--- src/rtl/stk16_pkg.sv ---
package stk16_pkg;

    localparam int WORD_W = 16;
    localparam int PC_W   = 13;

    typedef logic [WORD_W-1:0] word_t;
    typedef logic [PC_W-1:0]   pc_t;

    typedef enum logic [3:0] {
        OP_T    = 4'd0,
        OP_N    = 4'd1,
        OP_ADD  = 4'd2,
        OP_AND  = 4'd3,
        OP_OR   = 4'd4,
        OP_XOR  = 4'd5,
        OP_INV  = 4'd6,
        OP_EQ   = 4'd7,
        OP_SLT  = 4'd8,
        OP_SHR  = 4'd9,
        OP_DEC  = 4'd10,
        OP_RTOP = 4'd11,
        OP_LOAD = 4'd12,
        OP_SHL  = 4'd13,
        OP_DPTH = 4'd14,
        OP_ULT  = 4'd15
    } alu_op_e;

    typedef enum logic [1:0] {
        CL_JUMP  = 2'b00,
        CL_CJUMP = 2'b01,
        CL_CALL  = 2'b10,
        CL_ALU   = 2'b11
    } insn_class_e;

    typedef enum logic {
        ST_BOOT = 1'b0,
        ST_RUN  = 1'b1
    } core_state_e;

endpackage

--- src/rtl/stk16_stack.sv ---
module stk16_stack #(
    parameter int W     = 16,
    parameter int DEPTH = 32
) (
    input  logic                       clk,
    input  logic                       rst_n,
    input  logic [1:0]                 delta,
    input  logic                       we,
    input  logic [W-1:0]               wdata,
    output logic [W-1:0]               top,
    output logic [$clog2(DEPTH)-1:0]   ptr
);
    localparam int PW = $clog2(DEPTH);

    logic [W-1:0]  slot_q [DEPTH];
    logic [PW-1:0] ptr_q;
    logic [PW-1:0] ptr_d;

    // two-bit signed step, widened to the pointer
    assign ptr_d = ptr_q + {{(PW-2){delta[1]}}, delta};

    always_ff @(posedge clk) begin
        if (!rst_n) begin
            ptr_q <= '0;
            for (int i = 0; i < DEPTH; i++) slot_q[i] <= '0;
        end else begin
            ptr_q <= ptr_d;
            if (we) slot_q[ptr_d] <= wdata;
        end
    end

    assign top = slot_q[ptr_q];
    assign ptr = ptr_q;

    AST_WRITE_LANDS_ON_TOP: assert property (@(posedge clk) disable iff (!rst_n)
        we |=> top == $past(wdata));

endmodule

--- src/rtl/stk16_alu.sv ---
module stk16_alu
    import stk16_pkg::*;
(
    input  alu_op_e op,
    input  word_t   t,
    input  word_t   n,
    input  word_t   r,
    input  word_t   mem_rd,
    input  word_t   depth,
    output word_t   res
);
    always_comb begin
        unique case (op)
            OP_T:    res = t;
            OP_N:    res = n;
            OP_ADD:  res = t + n;
            OP_AND:  res = t & n;
            OP_OR:   res = t | n;
            OP_XOR:  res = t ^ n;
            OP_INV:  res = ~t;
            OP_EQ:   res = {WORD_W{n == t}};
            OP_SLT:  res = {WORD_W{$signed(n) < $signed(t)}};
            OP_SHR:  res = n >> t[3:0];
            OP_DEC:  res = t - 1'b1;
            OP_RTOP: res = r;
            OP_LOAD: res = mem_rd;
            OP_SHL:  res = n << t[3:0];
            OP_DPTH: res = depth;
            OP_ULT:  res = {WORD_W{n < t}};
        endcase
    end
endmodule

--- src/rtl/stk16_core.sv ---
module stk16_core
    import stk16_pkg::*;
#(
    parameter int DS_DEPTH = 32,
    parameter int RS_DEPTH = 32
) (
    input  logic        clk,
    input  logic        rst_n,
    output logic [12:0] imem_addr,
    input  logic [15:0] imem_data,
    output logic [12:0] ram_addr,
    output logic        ram_we,
    output logic [15:0] ram_wdata,
    input  logic [15:0] ram_rdata,
    output logic [12:0] io_addr,
    output logic        io_we,
    output logic [15:0] io_wdata,
    input  logic [15:0] io_rdata
);
    localparam int DPW = $clog2(DS_DEPTH);
    localparam int RPW = $clog2(RS_DEPTH);

    core_state_e state_q, state_d;
    pc_t         pc_q, pc_d, pc_inc;
    word_t       tos_q, tos_d;
    word_t       nos, rtop, alu_res, mem_rd;
    word_t       insn;
    logic [DPW-1:0] ds_ptr;
    logic [RPW-1:0] rs_ptr;
    logic [1:0]  ds_delta, rs_delta;
    logic        ds_we, rs_we, st_en, sel_io;
    word_t       rs_wdata;
    alu_op_e     alu_op;
    insn_class_e cls;

    assign insn      = imem_data;
    assign imem_addr = pc_q;
    assign pc_inc    = pc_q + 1'b1;
    assign cls       = insn_class_e'(insn[14:13]);

    // state register
    always_ff @(posedge clk) begin
        if (!rst_n) begin
            state_q <= ST_BOOT;
            pc_q    <= '0;
            tos_q   <= '0;
        end else begin
            state_q <= state_d;
            pc_q    <= pc_d;
            tos_q   <= tos_d;
        end
    end

    always_comb begin
        state_d = state_q;
        unique case (state_q)
            ST_BOOT: state_d = ST_RUN;
            ST_RUN:  state_d = ST_RUN;
        endcase
    end

    // execute controls
    always_comb begin
        pc_d     = pc_q;
        tos_d    = tos_q;
        ds_delta = 2'b00;
        ds_we    = 1'b0;
        rs_delta = 2'b00;
        rs_we    = 1'b0;
        rs_wdata = tos_q;
        st_en    = 1'b0;
        alu_op   = OP_T;
        unique case (state_q)
            ST_BOOT: ;
            ST_RUN: begin
                pc_d = pc_inc;
                if (insn[15]) begin
                    tos_d    = {1'b0, insn[14:0]};
                    ds_delta = 2'b01;
                    ds_we    = 1'b1;
                end else begin
                    unique case (cls)
                        CL_JUMP: pc_d = insn[12:0];
                        CL_CJUMP: begin
                            tos_d    = nos;
                            ds_delta = 2'b11;
                            if (tos_q == '0) pc_d = insn[12:0];
                        end
                        CL_CALL: begin
                            rs_delta = 2'b01;
                            rs_we    = 1'b1;
                            rs_wdata = {2'b00, pc_inc, 1'b0};
                            pc_d     = insn[12:0];
                        end
                        CL_ALU: begin
                            alu_op   = alu_op_e'(insn[11:8]);
                            tos_d    = alu_res;
                            ds_we    = insn[7];
                            rs_we    = insn[6];
                            st_en    = insn[5];
                            rs_delta = insn[3:2];
                            ds_delta = insn[1:0];
                            if (insn[12]) pc_d = rtop[PC_W:1];
                        end
                    endcase
                end
            end
        endcase
    end

    stk16_stack #(.W(WORD_W), .DEPTH(DS_DEPTH)) u_dstack (
        .clk(clk), .rst_n(rst_n), .delta(ds_delta), .we(ds_we),
        .wdata(tos_q), .top(nos), .ptr(ds_ptr)
    );

    stk16_stack #(.W(WORD_W), .DEPTH(RS_DEPTH)) u_rstack (
        .clk(clk), .rst_n(rst_n), .delta(rs_delta), .we(rs_we),
        .wdata(rs_wdata), .top(rtop), .ptr(rs_ptr)
    );

    stk16_alu u_alu (
        .op(alu_op), .t(tos_q), .n(nos), .r(rtop), .mem_rd(mem_rd),
        .depth(word_t'(ds_ptr)), .res(alu_res)
    );

    // data port decode
    assign sel_io    = tos_q[14];
    assign ram_addr  = tos_q[13:1];
    assign io_addr   = tos_q[13:1];
    assign ram_wdata = nos;
    assign io_wdata  = nos;
    assign ram_we    = st_en & ~sel_io;
    assign io_we     = st_en & sel_io;
    assign mem_rd    = sel_io ? io_rdata : ram_rdata;

    AST_BOOT_FETCH_ZERO: assert property (@(posedge clk) disable iff (!rst_n)
        state_q == ST_BOOT |-> imem_addr == '0);
    AST_LIT_PUSH: assert property (@(posedge clk) disable iff (!rst_n)
        (state_q == ST_RUN && insn[15]) |=>
            (tos_q == {1'b0, $past(insn[14:0])}) && (ds_ptr == DPW'($past(ds_ptr) + 1'b1)));
    AST_JUMP_TARGET: assert property (@(posedge clk) disable iff (!rst_n)
        (state_q == ST_RUN && insn[15:13] == 3'b000) |=> imem_addr == $past(insn[12:0]));
    AST_CJUMP_POPS: assert property (@(posedge clk) disable iff (!rst_n)
        (state_q == ST_RUN && insn[15:13] == 3'b001) |=> ds_ptr == DPW'($past(ds_ptr) - 1'b1));
    AST_CALL_LINK: assert property (@(posedge clk) disable iff (!rst_n)
        (state_q == ST_RUN && insn[15:13] == 3'b010) |=>
            rtop == {2'b00, PC_W'($past(pc_q) + 1'b1), 1'b0});

endmodule

--- config.mk ---
export PLATFORM = sky130hd
export DESIGN_NAME = stk16_core
export DESIGN_NICKNAME = d
export VERILOG_FILES = /design/src/rtl/stk16_pkg.sv /design/src/rtl/stk16_stack.sv /design/src/rtl/stk16_alu.sv /design/src/rtl/stk16_core.sv
export SDC_FILE = /design/constraint.sdc
export NUM_CORES = 2
export LEC_CHECK = 0
export BUFFER_PORTS_ARGS = -buffer_cell sky130_fd_sc_hd__clkbuf_2
export CAP_MARGIN = 40
export CORE_UTILIZATION = 45
export DETAILED_ROUTE_END_ITERATION = 10
export SYNTH_ARGS = -nofsm -noshare
export SYNTH_HDL_FRONTEND = slang
export SYNTH_SLANG_ARGS = --single-unit
--- constraint.sdc ---
create_clock -name clk -period 7.6 [get_ports clk]
set_input_delay 0 -clock clk [delete_from_list [all_inputs] [get_ports clk]]
set_output_delay 0 -clock clk [all_outputs]
set_load 0.005 [all_outputs]
==> results.py <==
metrics = {
    "route": {
        "drtAntennaViolNets": 0,
        "wl_met1_um": 66100,
        "remaining_drc_errors": 0,
        "wl_met3_um": 13400,
        "drtIter0Drc": 4310,
        "vias_per_cell": 6.26,
        "wire_per_inst_um": 29.0,
        "drt-pass1-iter-count": 6,
        "wl_met2_um": 79600,
        "highest_layer": "met5",
        "vias": 35500,
        "drt_wl_total_um": 165000,
    },
    "die": {
        "die_h_um": 343,
        "start_util_pct": 45.5,
        "io_pins": 123,
        "core_sq_um": 115000,
        "chipWidth_um": 343,
        "num_rows": 124,
        "dieArea_sq_um": 118000,
    },
    "finish": {
        "insertedDiodeCount": 0,
        "areaGrowthSynthToFinish_pct": 11.5,
        "drive_above_1_share_pct": 17.9,
        "fillers": 9863,
        "nNetsFinal": 4196,
    },
    "clock_network": {
        "cts_sinks": 1064,
        "insertion_delay_ns": 0.72,
        "clk_path_buf_depth": 3,
        "cts.root.buffer_cell": "clkbuf_16",
        "ctsResizeCount": 0,
        "cts_buffers": 110,
        "cts_tree": "done",
        "clk_transition_reported_paths_ns": 0.06,
        "cts_max_level": 3,
        "cts_setup_buffers": 0,
    },
    "place": {
        "portBuffers": 122,
        "dp_slack_ns": 1.43,
        "gp_congestion": 0.993,
        "dp_hpwl_um": 106000,
    },
    "synth": {
        "synth-seq-area-share_pct": 60.3,
        "synthAdderAreaFrac_pct": 1.93,
        "ys.flop_type": "edfxtp_1",
        "async_reset_ff_share_pct": 0,
        "synth_compound_area_share_pct": 5.40,
        "synth_edf_count": 1024,
        "synthesis.area_sq_um": 52300,
        "synth_top_family_by_area": "multiplexers",
        "synth_area_leaders": "edfxtp_1 59%, mux4_2 9.3%, nor3_1 5.2%, nor2_1 4.4%, mux2i_1 3.6%",
        "netlist_instances": 4096,
        "avgSynthCellArea_sq_um": 12.8,
        "syn_nets": 4225,
        "yosys.area_share.simple_pct": 13.3,
        "ys_seq_elements": 1064,
        "yosys_warnings": 0,
        "synth_xor_area_share_pct": 0.847,
        "ys_types": 80,
        "synthMuxAreaShare_pct": 13.8,
        "synth_top_cell_area_share_pct": 58.8,
        "yosysTopAreaCell": "edfxtp_1",
    },
    "power": {
        "clockPowerShare_pct": 37.6,
        "switching_share_pct": 27.9,
        "p_per_area_nw_per_um2": 249,
        "p_comb_share_pct": 16.0,
        "ir_worst_vdd_v": 0.000228,
        "p_sw_w": 0.00405,
        "p_leak_nw": 19.3,
        "p_int_w": 0.0105,
        "p_seq_share_pct": 46.4,
    },
    "setup_path": {
        "required_ns": 8.25,
        "cp.arrival_ns": 7.08,
        "critPathLaunchType": "register",
        "cp-end-kind": "register",
        "cp_max_fo": 32,
        "path_class": "register to register",
    },
    "sta": {
        "fin_tns_setup_ns": 0,
        "grt_setup_unrepaired": "no",
        "final_hold_viol_count": 0,
        "setup_violations": 0,
        "slew_headroom_pct": 38.3,
        "finalWorstSetupSlack_ns": 1.17,
        "fmax_ghz": 0.156,
        "slew_violations": 0,
        "clock_skew_ns": 0.0255,
        "worst_pin_slew_ns": 0.925,
        "hold_ws_ns": 0.0966,
        "period_minus_slack_ns": 6.43,
        "period_share_pct": 84.6,
    },
    "global_routing": {
        "antenna_found_initial": 3,
        "grt-ovfl-total": 0,
        "grt_pass1_wl_um": 239000,
        "grt_pass1_vias": 34200,
        "grt_use_total_pct": 27.8,
        "grt_max_degree": 87,
    },
    "flow_run": {
        "cap_violations": 0,
    },
    "hold_path": {
        "hold_path.class": "input pin to register",
    },
    "status": {
        "status": "completed",
    },
}
[layer usage]
layer	vias up	track usage, %
li1	15300	-
met1	18100	38.1
met2	1751	45.0
met3	277	4.44
met4	2	9.56
met5	-	0
[kinds of logic (layout without fill, tap and decap cells)]
family	Yosys count	in the layout
flip-flops	1064	1064
multiplexers	431	431
AND/OR/NAND/NOR	1553	1553
AO/OA/AOI/OAI	416	416
XOR/XNOR	49	49
buffers and inverters	504	570
adder cells (fa/ha/maj)	79	79
[cells in the final DEF (no fill, tap or decap), types with 13 or more instances in the layout]
cell type,n
a21oi_1,74
a221oi_1,16
a22o_1,13
a22oi_1,64
a31oi_1,14
and2_1,18
and3_1,27
buf_4,150
clkbuf_1,27
clkbuf_16,112
clkbuf_2,121
clkinv_1,31
clkinv_2,20
dfxtp_1,32
dlygate4sd3_1,34
edfxtp_1,1024
ha_1,76
inv_1,28
mux2_2,13
mux2i_1,189
mux4_2,217
nand2_1,190
nand2b_1,14
nand3_1,53
nor2_1,618
nor2b_1,19
nor3_1,539
nor4_1,15
o211ai_1,18
o21ai_0,61
o21ai_1,34
o22ai_1,18
xnor2_1,35
xor2_1,13
[sequential cells by signal, indices dropped and copies added (netlist names)]
register         count
u_dstack.ptr         5
tos_q               16
u_rstack.ptr         5
imem_addr           13
state_q              1
u_rstack.slot_q    512
u_dstack.slot_q    512
[cell type report]
cell class                 count  area, sq um  share of cell area [%]
sequential                  1064        31600                    54.2
tap                         1512         1890                    3.25
multi-input combinational   2528        18700                    32.1
clock buffer                 142         2950                    5.05
inverter                      46          175                   0.301
timing repair buffer         317         2320                    3.98
clock inverter                65          673                    1.15
[per-stage QoR]
stage | std cells | total power (W) | cell area, sq um | util, %
5_1_grt | 5674 | 0.0149 | 58300 | 50.8
3_3_place_gp | 5420 | 0.00909 | 54100 | 47.1
6_report | 5674 | 0.0145 | 58300 | 50.8
4_1_cts | 5674 | 0.0145 | 58300 | 50.8
3_5_place_dp | 5433 | 0.00911 | 54300 | 47.3
2_1_floorplan | 4096 | 0.00824 | 52300 | -
[final timing paths]
check | start | endpoint | slack [ns] | cells after the start
setup / recovery | u_dstack.ptr[0]$_SDFF_PN0_ | tos_q[12]$_SDFFE_PN0P_ | 1.17 | 20
hold / removal | io_rdata[10] | tos_q[10]$_SDFFE_PN0P_ | 0.1 | 7
setup reg to reg | u_dstack.ptr[0]$_SDFF_PN0_ | tos_q[12]$_SDFFE_PN0P_ | 1.17 | 20
hold reg to reg | imem_addr[1]$_SDFFE_PN0P_ | imem_addr[1]$_SDFFE_PN0P_ | 0.58 | 1
[worst max-delay path, stage by stage, from the launching register on]
cell and delay (ns):
dfxtp_4 0.56, buf_16 0.29, mux4_1 0.61, a22o_1 0.23, a221oi_1 0.53, and3_1 0.51, inv_1 0.28, nor3_1 0.36
nand3_1 0.14, xnor2_1 0.16, nand2_1 0.11, ha_1 0.31, nand2_1 0.05, o21ai_0 0.30, a31oi_1 0.21, o31ai_1 0.37
nor2_1 0.09, xnor2_1 0.33, a22oi_1 0.16, a31oi_1 0.18, dlygate4sd3_1 0.55
[Yosys cell counts, drive strengths merged, types with 5 or more instances]
cell type and n:
nand3 55, nor2b 21, nand4 13, clkinv 10, nand2b 14, o211ai 18
o21ai 97, xnor2 35, mux4 227, and3 27, nor3 543, a21o 9
ha 76, xor2 13, buf 142, a211oi 10, nor4 18, nand2 200
or2 5, and2 18, o221ai 6, o22ai 18, a221oi 20, a22oi 66
a2111oi 8, or3 7, edfxtp 1024, a31oi 14, a222oi 7, inv 36
a22o 13, nor2 619, a32oi 6, mux2 14, a21oi 84, o2111ai 7
dfxtp 40, clkbuf 316, mux2i 190
[power groups by stage]
stage / clock, W / sequential (W) / combinational [W]
global route: 0.00571 / 0.00675 / 0.00243
global placement: 0 / 0.00686 / 0.00224
detailed placement: 0 / 0.00685 / 0.00225
CTS: 0.00551 / 0.00673 / 0.00228
finish: 0.00547 / 0.00673 / 0.00232
floorplan: 0 / 0.00679 / 0.00145
[repair_timing]
| action | CTS | global route |
|---|---|---|
| hold buffers | 34 | 0 |
| hold endpoints to repair | 32 | 0 |
| endpoints found under the setup margin | 0 | 0 |
Note: power is estimated with default switching activity, not from simulation.
